**config.mk**
```make
export PLATFORM = sky130hd
export DESIGN_NAME = wr_guard_monitor
export DESIGN_NICKNAME = d
export VERILOG_FILES = /design/src/rtl/wg_pkg.sv /design/src/rtl/wg_pulse_counter.sv /design/src/rtl/wg_enable_latch.sv /design/src/rtl/wg_verdict.sv /design/src/rtl/wr_guard_monitor.sv
export SDC_FILE = /design/constraint.sdc
export NUM_CORES = 1
export LEC_CHECK = 0
export ABC_AREA = 1
export BUFFER_PORTS_ARGS = -buffer_cell sky130_fd_sc_hd__buf_2
export CAP_MARGIN = 25
export CORE_MARGIN = 2
export CORE_UTILIZATION = 45
export CTS_BUF_LIST = sky130_fd_sc_hd__clkbuf_16
export CTS_CLUSTER_SIZE = 28
export DETAILED_ROUTE_END_ITERATION = 6
export GPL_TIMING_DRIVEN = 0
export PLACE_DENSITY = 0.77
export SYNTH_ARGS = -nofsm -noshare
export SYNTH_HDL_FRONTEND = slang
export SYNTH_SLANG_ARGS = --single-unit
export TNS_END_PERCENT = 100
```
**constraint.sdc**
```tcl
create_clock -name clk -period 1.35 [get_ports clk]
set_clock_uncertainty 0.15 [all_clocks]
set_input_delay 0.2025 -clock clk [delete_from_list [all_inputs] [get_ports clk]]
set_output_delay 0.2025 -clock clk [all_outputs]
set_load 0.01 [all_outputs]
```
**src/rtl/wg_pkg.sv**
```systemverilog
package wg_pkg;

  typedef enum logic [2:0] {
    CMD_IDLE     = 3'd0,
    CMD_READ     = 3'd1,
    CMD_WORD_WR  = 3'd2,
    CMD_WORD_CLR = 3'd3,
    CMD_ALL_WR   = 3'd4,
    CMD_ALL_CLR  = 3'd5,
    CMD_UNLOCK   = 3'd6,
    CMD_LOCK     = 3'd7
  } cmd_class_e;

  // Classes that alter the array and are guarded by the clock count.
  function automatic logic is_write_type(cmd_class_e c);
    return (c == CMD_WORD_WR) || (c == CMD_WORD_CLR) ||
           (c == CMD_ALL_WR)  || (c == CMD_ALL_CLR);
  endfunction

  // Classes followed by a data word on the wire.
  function automatic logic carries_data(cmd_class_e c);
    return (c == CMD_WORD_WR) || (c == CMD_ALL_WR);
  endfunction

  // Required clock count: start bit, opcode, address, optional data.
  function automatic int unsigned cmd_len(cmd_class_e c, int unsigned ow,
                                          int unsigned aw, int unsigned dw);
    int unsigned n;
    n = 1 + ow + aw;
    if (carries_data(c)) n = n + dw;
    return n;
  endfunction

endpackage

```
**src/rtl/wg_pulse_counter.sv**
```systemverilog
// Tracks one open command: counts serial clocks from the start bit and
// saturates into an overflow state past the longest legal length.
module wg_pulse_counter #(
  parameter int unsigned MAX_CNT = 25,
  parameter int unsigned CNT_W   = 5
) (
  input  logic             clk,
  input  logic             rst_n,
  input  logic             start_stb,
  input  logic             sk_rise_stb,
  input  logic             cs_fall,
  input  logic             low_supply,
  output logic             session_active,
  output logic [CNT_W-1:0] clk_count,
  output logic             count_ovf,
  output logic             session_aborted,
  output logic             end_evt
);

  localparam logic [CNT_W-1:0] CNT_MAX = CNT_W'(MAX_CNT);

  logic             armed_q;
  logic [CNT_W-1:0] cnt_q;
  logic             ovf_q;
  logic             abort_q;
  logic             open_evt;
  logic             step_evt;

  assign open_evt = start_stb && !armed_q;
  assign end_evt  = cs_fall && armed_q;
  assign step_evt = sk_rise_stb && armed_q && !cs_fall;

  always_ff @(posedge clk or negedge rst_n) begin
    if (!rst_n) begin
      armed_q <= 1'b0;
      cnt_q   <= '0;
      ovf_q   <= 1'b0;
      abort_q <= 1'b0;
    end else if (open_evt) begin
      armed_q <= 1'b1;
      cnt_q   <= CNT_W'(1);
      ovf_q   <= 1'b0;
      abort_q <= low_supply;
    end else if (end_evt) begin
      armed_q <= 1'b0;
    end else if (armed_q) begin
      if (step_evt) begin
        if (cnt_q == CNT_MAX) ovf_q <= 1'b1;
        else                  cnt_q <= cnt_q + 1'b1;
      end
      if (low_supply) abort_q <= 1'b1;
    end
  end

  assign session_active  = armed_q;
  assign clk_count       = cnt_q;
  assign count_ovf       = ovf_q;
  assign session_aborted = abort_q;

endmodule

```
**src/rtl/wg_enable_latch.sv**
```systemverilog
// Holds the write-enable state; the supply detector wins over commands.
module wg_enable_latch (
  input  logic              clk,
  input  logic              rst_n,
  input  logic              end_evt,
  input  wg_pkg::cmd_class_e cls,
  input  logic              low_supply,
  output logic              wen
);

  logic wen_q;

  always_ff @(posedge clk or negedge rst_n) begin
    if (!rst_n)                                    wen_q <= 1'b0;
    else if (low_supply)                           wen_q <= 1'b0;
    else if (end_evt && cls == wg_pkg::CMD_UNLOCK) wen_q <= 1'b1;
    else if (end_evt && cls == wg_pkg::CMD_LOCK)   wen_q <= 1'b0;
  end

  assign wen = wen_q;

endmodule

```
**src/rtl/wg_verdict.sv**
```systemverilog
// Compares the finished count with the class length and issues a verdict.
module wg_verdict #(
  parameter int unsigned OPC_W  = 2,
  parameter int unsigned ADDR_W = 6,
  parameter int unsigned DATA_W = 16,
  parameter int unsigned CNT_W  = 5
) (
  input  logic               clk,
  input  logic               rst_n,
  input  logic               end_evt,
  input  wg_pkg::cmd_class_e cls,
  input  logic [CNT_W-1:0]   clk_count,
  input  logic               count_ovf,
  input  logic               session_aborted,
  input  logic               low_supply,
  input  logic               wen,
  output logic               len_match,
  output logic               commit,
  output logic               cancel,
  output logic [2:0]         op_kind
);

  logic [CNT_W-1:0] exp_len;
  logic             guarded;
  logic             allow;
  logic             commit_q;
  logic             cancel_q;
  logic [2:0]       kind_q;

  assign exp_len   = CNT_W'(wg_pkg::cmd_len(cls, OPC_W, ADDR_W, DATA_W));
  assign len_match = !count_ovf && (clk_count == exp_len);
  assign guarded   = end_evt && wg_pkg::is_write_type(cls);
  assign allow     = len_match && wen && !session_aborted && !low_supply;

  always_ff @(posedge clk or negedge rst_n) begin
    if (!rst_n) begin
      commit_q <= 1'b0;
      cancel_q <= 1'b0;
      kind_q   <= 3'd0;
    end else begin
      commit_q <= guarded && allow;
      cancel_q <= guarded && !allow;
      if (guarded && allow) kind_q <= cls;
    end
  end

  assign commit  = commit_q;
  assign cancel  = cancel_q;
  assign op_kind = kind_q;

endmodule

```
**src/rtl/wr_guard_monitor.sv**
```systemverilog
module wr_guard_monitor #(
  parameter int unsigned OPC_W  = 2,
  parameter int unsigned ADDR_W = 6,
  parameter int unsigned DATA_W = 16
) (
  input  logic       clk,
  input  logic       rst_n,
  input  logic       start_stb,
  input  logic       sk_rise_stb,
  input  logic       cs_fall,
  input  logic [2:0] cmd_class,
  input  logic       low_supply,
  output logic       commit,
  output logic       cancel,
  output logic [2:0] op_kind,
  output logic       wen
);

  localparam int unsigned LONG_LEN = 1 + OPC_W + ADDR_W + DATA_W;
  localparam int unsigned CNT_W    = $clog2(LONG_LEN + 1);

  wg_pkg::cmd_class_e cls;
  logic               session_active;
  logic [CNT_W-1:0]   clk_count;
  logic               count_ovf;
  logic               session_aborted;
  logic               end_evt;
  logic               len_match;

  assign cls = wg_pkg::cmd_class_e'(cmd_class);

  wg_pulse_counter #(.MAX_CNT(LONG_LEN), .CNT_W(CNT_W)) u_cnt (
    .clk, .rst_n, .start_stb, .sk_rise_stb, .cs_fall, .low_supply,
    .session_active, .clk_count, .count_ovf, .session_aborted, .end_evt
  );

  wg_enable_latch u_latch (
    .clk, .rst_n, .end_evt, .cls, .low_supply, .wen
  );

  wg_verdict #(.OPC_W(OPC_W), .ADDR_W(ADDR_W), .DATA_W(DATA_W), .CNT_W(CNT_W)) u_verdict (
    .clk, .rst_n, .end_evt, .cls, .clk_count, .count_ovf, .session_aborted,
    .low_supply, .wen, .len_match, .commit, .cancel, .op_kind
  );

endmodule

```
==> results.txt <==
----------------------------------------------------
[Placement]
  Post-placement setup slack ... -133 ps
  Instance count after placement with tap cells included ... 117
  Weighted congestion reported at the end of routability-driven placement ... 0.808
  Post-DP HPWL ... 977 um
  Number of port buffers ... 14

[Synth]
  Simple-gate area share of the yosys netlist ... 33.8%
  Warnings, synthesis ... 0
  Instance count of the mapped netlist ... 87
  Area fraction in compound gates after synthesis ... 7.11%
  Fraction of the mapped netlist area in adder cells ... 3.38%
  Multiplexer share of the synthesized area ... 0%
  Dominant combinational cell family by area after synthesis ... simple AND/OR/NAND/NOR gates
  Cell area after synthesis ... 739 um2
  Count of cell types in the netlist ... 21
  Post-synthesis average cell area ... 8.50 um2
  Fraction of the yosys area taken by sequential cells ... 47.4%
  Post-Syn Nets ... 98
  XOR/XNOR Fraction of Synth Area ... 1.18%
  Number of register bits inferred by synthesis ... 14

[Clock tree]
  Post-CTS clock slew at the launch and capture registers of the worst setup and hold paths ... 50 ps
  Root buffer cell ... clkbuf_16
  TritonCTS clock tree ... done
  Number of H-tree levels ... 1
  Clock sinks ... 14
  Clock buffer count from CTS ... 3
  Skew-Pair Late Insertion Delay ... 240 ps
  Worst-case clock buffer depth ... 2

[Timing]
  Period Utilization, post-route ... 109%
  Final critical-path setup slack ... -122 ps
  Setup Viol. Count Final ... 8
  Final hold violation count ... 0
  Final Max Slew Viols ... 0
  Worst-Margin Slew ... 310 ps
  Final critical delay including setup and external delays ... 1470 ps
  RSZ-0062 raised after global routing ... yes
  Maximum frequency from static timing analysis ... 679 MHz
  Slew HR ... 79.4%
  Smallest hold slack ... 2.99 ps

[Critical path]
  Critical Path Slowest Stage Cell ... dfrtp_1
  Start-to-end type of the worst setup path ... flop to flop
  Critical-path maximum fanout ... 2
  Cell type group with the largest total delay on the critical path ... flip-flops
  Data arrival at the endpoint of the critical path ... 1450 ps
  Cell-by-cell trace of the critical path ... buf_4 -> ha_2 -> nand3_1 -> xor2_1 -> nor2_1 -> nand2_1 -> o21ai_1
  Startpoint kind of the worst setup timing path ... flop
  Delay of the slowest cell on the worst path ... 400 ps
  Number of buffers and inverters on the critical path ... 1
  Data required time at the worst endpoint ... 1320 ps
  Type of element capturing the critical path ... flop

[Global route]
  Vias in the first global route ... 659
  Antenna violations before repair ... 0
  Global-route wire length before repair ... 2.68 mm
  Total GRT Usage ... 18.9%
  GR Overflow Total ... 0
  Maximum number of pins on one net before global-route repair ... 15

[Floorplan]
  Placeable core region ... 1520 um2
  Initial Utilization ... 48.5%
  Die Span X ... 44.5 um
  Die outline area ... 1980 um2
  Height of the die ... 44.5 um
  I/O pin total ... 15
  Rows ... 14

[Detailed routing]
  Vias ... 672
  Avg Vias per Cell ... 5.25
  Post-route DRC violation count ... 0
  Final antenna-violating net count ... 0
  WL/cell ... 12.8 um
  Detailed Route Iter0 Violations ... 17
  Routed length on met1 ... 697 um
  Max Used Layer ... met4
  Detail Route met2 WL ... 876 um
  Router iterations before antenna repair ... 4
  Total length of routed met3 wires ... 59 um
  Final wirelength ... 1.64 mm

[Power]
  PnR Total Power ... 1270 uW
  Maximum resistive drop on vdd ... 0.000976 V
  Leakage Power ... 0.000543 uW
  Pwr/cell area ... 1270 nW/um2

[Layout]
  Most used cells in the layout excluding fill and tap cells ... buf_2 (14), dfrtp_1 (13), nand2_1 (12)
  Number of nets at the end of the flow ... 124
  Share of cells above drive strength 1 ... 43.8%
  Area growth from synthesis to layout ... 35.2%
  Inserted Diodes ... 0
  Sequential cell area ... 352 um2
  Most common library cell in the layout ignoring fill and taps ... buf_2
  Number of cells in the finished layout apart from fillers ... 128
  Area of the multi-input gates ... 372 um2
  Number of fill cells in the layout ... 115

[Hold path]
  Hold crit path type ... primary input to flop

[Status]
  Violations in the final reports ... negative setup slack
  Status ... finished with violations

[Job]
  Number of maximum-capacitance constraint violations ... 0

----------------------------------------------------
-- path summary, 6_finish.rpt --
path                                   endpoint  depth (start not counted)            startpoint  slack, ps
max                          u_cnt.clk_count[4]                          7    u_cnt.clk_count[1]       -120
min                                 u_latch.wen                          2            low_supply          3
max reg2reg                  u_cnt.clk_count[4]                          7    u_cnt.clk_count[1]       -120
min reg2reg                u_verdict.op_kind[0]                          2  u_verdict.op_kind[0]        310
max in group asynchronous    u_cnt.clk_count[0]                          2                 rst_n        560
min in group asynchronous    u_cnt.clk_count[3]                          2                 rst_n        230
-- logic make-up after synthesis --
family / after synthesis
simple gates: 47
buf+inv: 14
flops: 14
compound gates: 9
fa+ha+maj: 2
xor+xnor: 1
-- report_power, final --
group,total (uW),internal (uW),switching (uW)
logic,229,107,122
clock network,556,391,164
registers,485,454,30.7
-- per-stage QoR --
step / util, % / instance area (um2) / setup TNS (ps)
after global placement: 54.4 / 830 / -480
after CTS: 64.7 / 986 / -249
after global routing: 65.6 / 1000 / -996
after floorplan: - / 739 / 0
final: 65.6 / 1000 / -394
after detailed placement: 54.4 / 830 / -874
-- repair_timing --
action,4_1_cts,5_1_grt
setup endpoints to repair,10,10
endpoints found under the hold margin,14,0
gates resized for setup,7,7
hold buffers,1,0
buffers inserted,6,2
pin swaps,5,7
cloned,0,0
-- final cells by class --
cell class,instances,share of cell area [%]
clock inverters,1,0.375
multi-input cells,59,37.2
flip-flops and latches,14,35.2
well taps,16,2.00
repair buffers,21,12.5
clock buffers,3,7.51
inverters,14,5.26
-- worst reg2reg max path, stage by stage, from the launching register on --
cell	delay (ps)
dfrtp_1	400
buf_4	150
ha_2	170
nand3_1	90
xor2_1	190
nor2_1	80
nand2_1	70
o21ai_1	60
-- layer usage --
metal	track usage [%]	vias to the layer above
met3	4.49	2
met2	33.9	15
met5	0	-
met4	9.70	0
li1	-	327
met1	20.2	328
-- synth_stat cells --
cell type / count / area, um2
a211oi_1: 1 / 7.51
a21oi_1: 2 / 10.0
a22o_1: 1 / 8.76
dfrtp_1: 14 / 350
ha_1: 2 / 25.0
inv_1: 13 / 48.8
inv_2: 1 / 3.75
nand2_1: 16 / 60.1
nand2_2: 5 / 31.3
nand3_1: 5 / 25.0
nand3_2: 2 / 20.0
nand4_1: 2 / 12.5
nand4_2: 1 / 12.5
nor2_1: 11 / 41.3
nor2_2: 1 / 6.26
nor2_4: 3 / 33.8
nor3b_1: 1 / 7.51
o21ai_0: 3 / 15.0
o21ai_1: 1 / 5.00
o22ai_1: 1 / 6.26
xor2_1: 1 / 8.76
-- state kept, by name, summed over array words and instances, names as in the netlist --
register               cells
u_cnt.clk_count            5
u_cnt.count_ovf            1
u_cnt.session_aborted      1
u_cnt.session_active       1
u_latch.wen                1
u_verdict.cancel           1
u_verdict.commit           1
u_verdict.op_kind          3
Power figures use the tool's default switching activity.
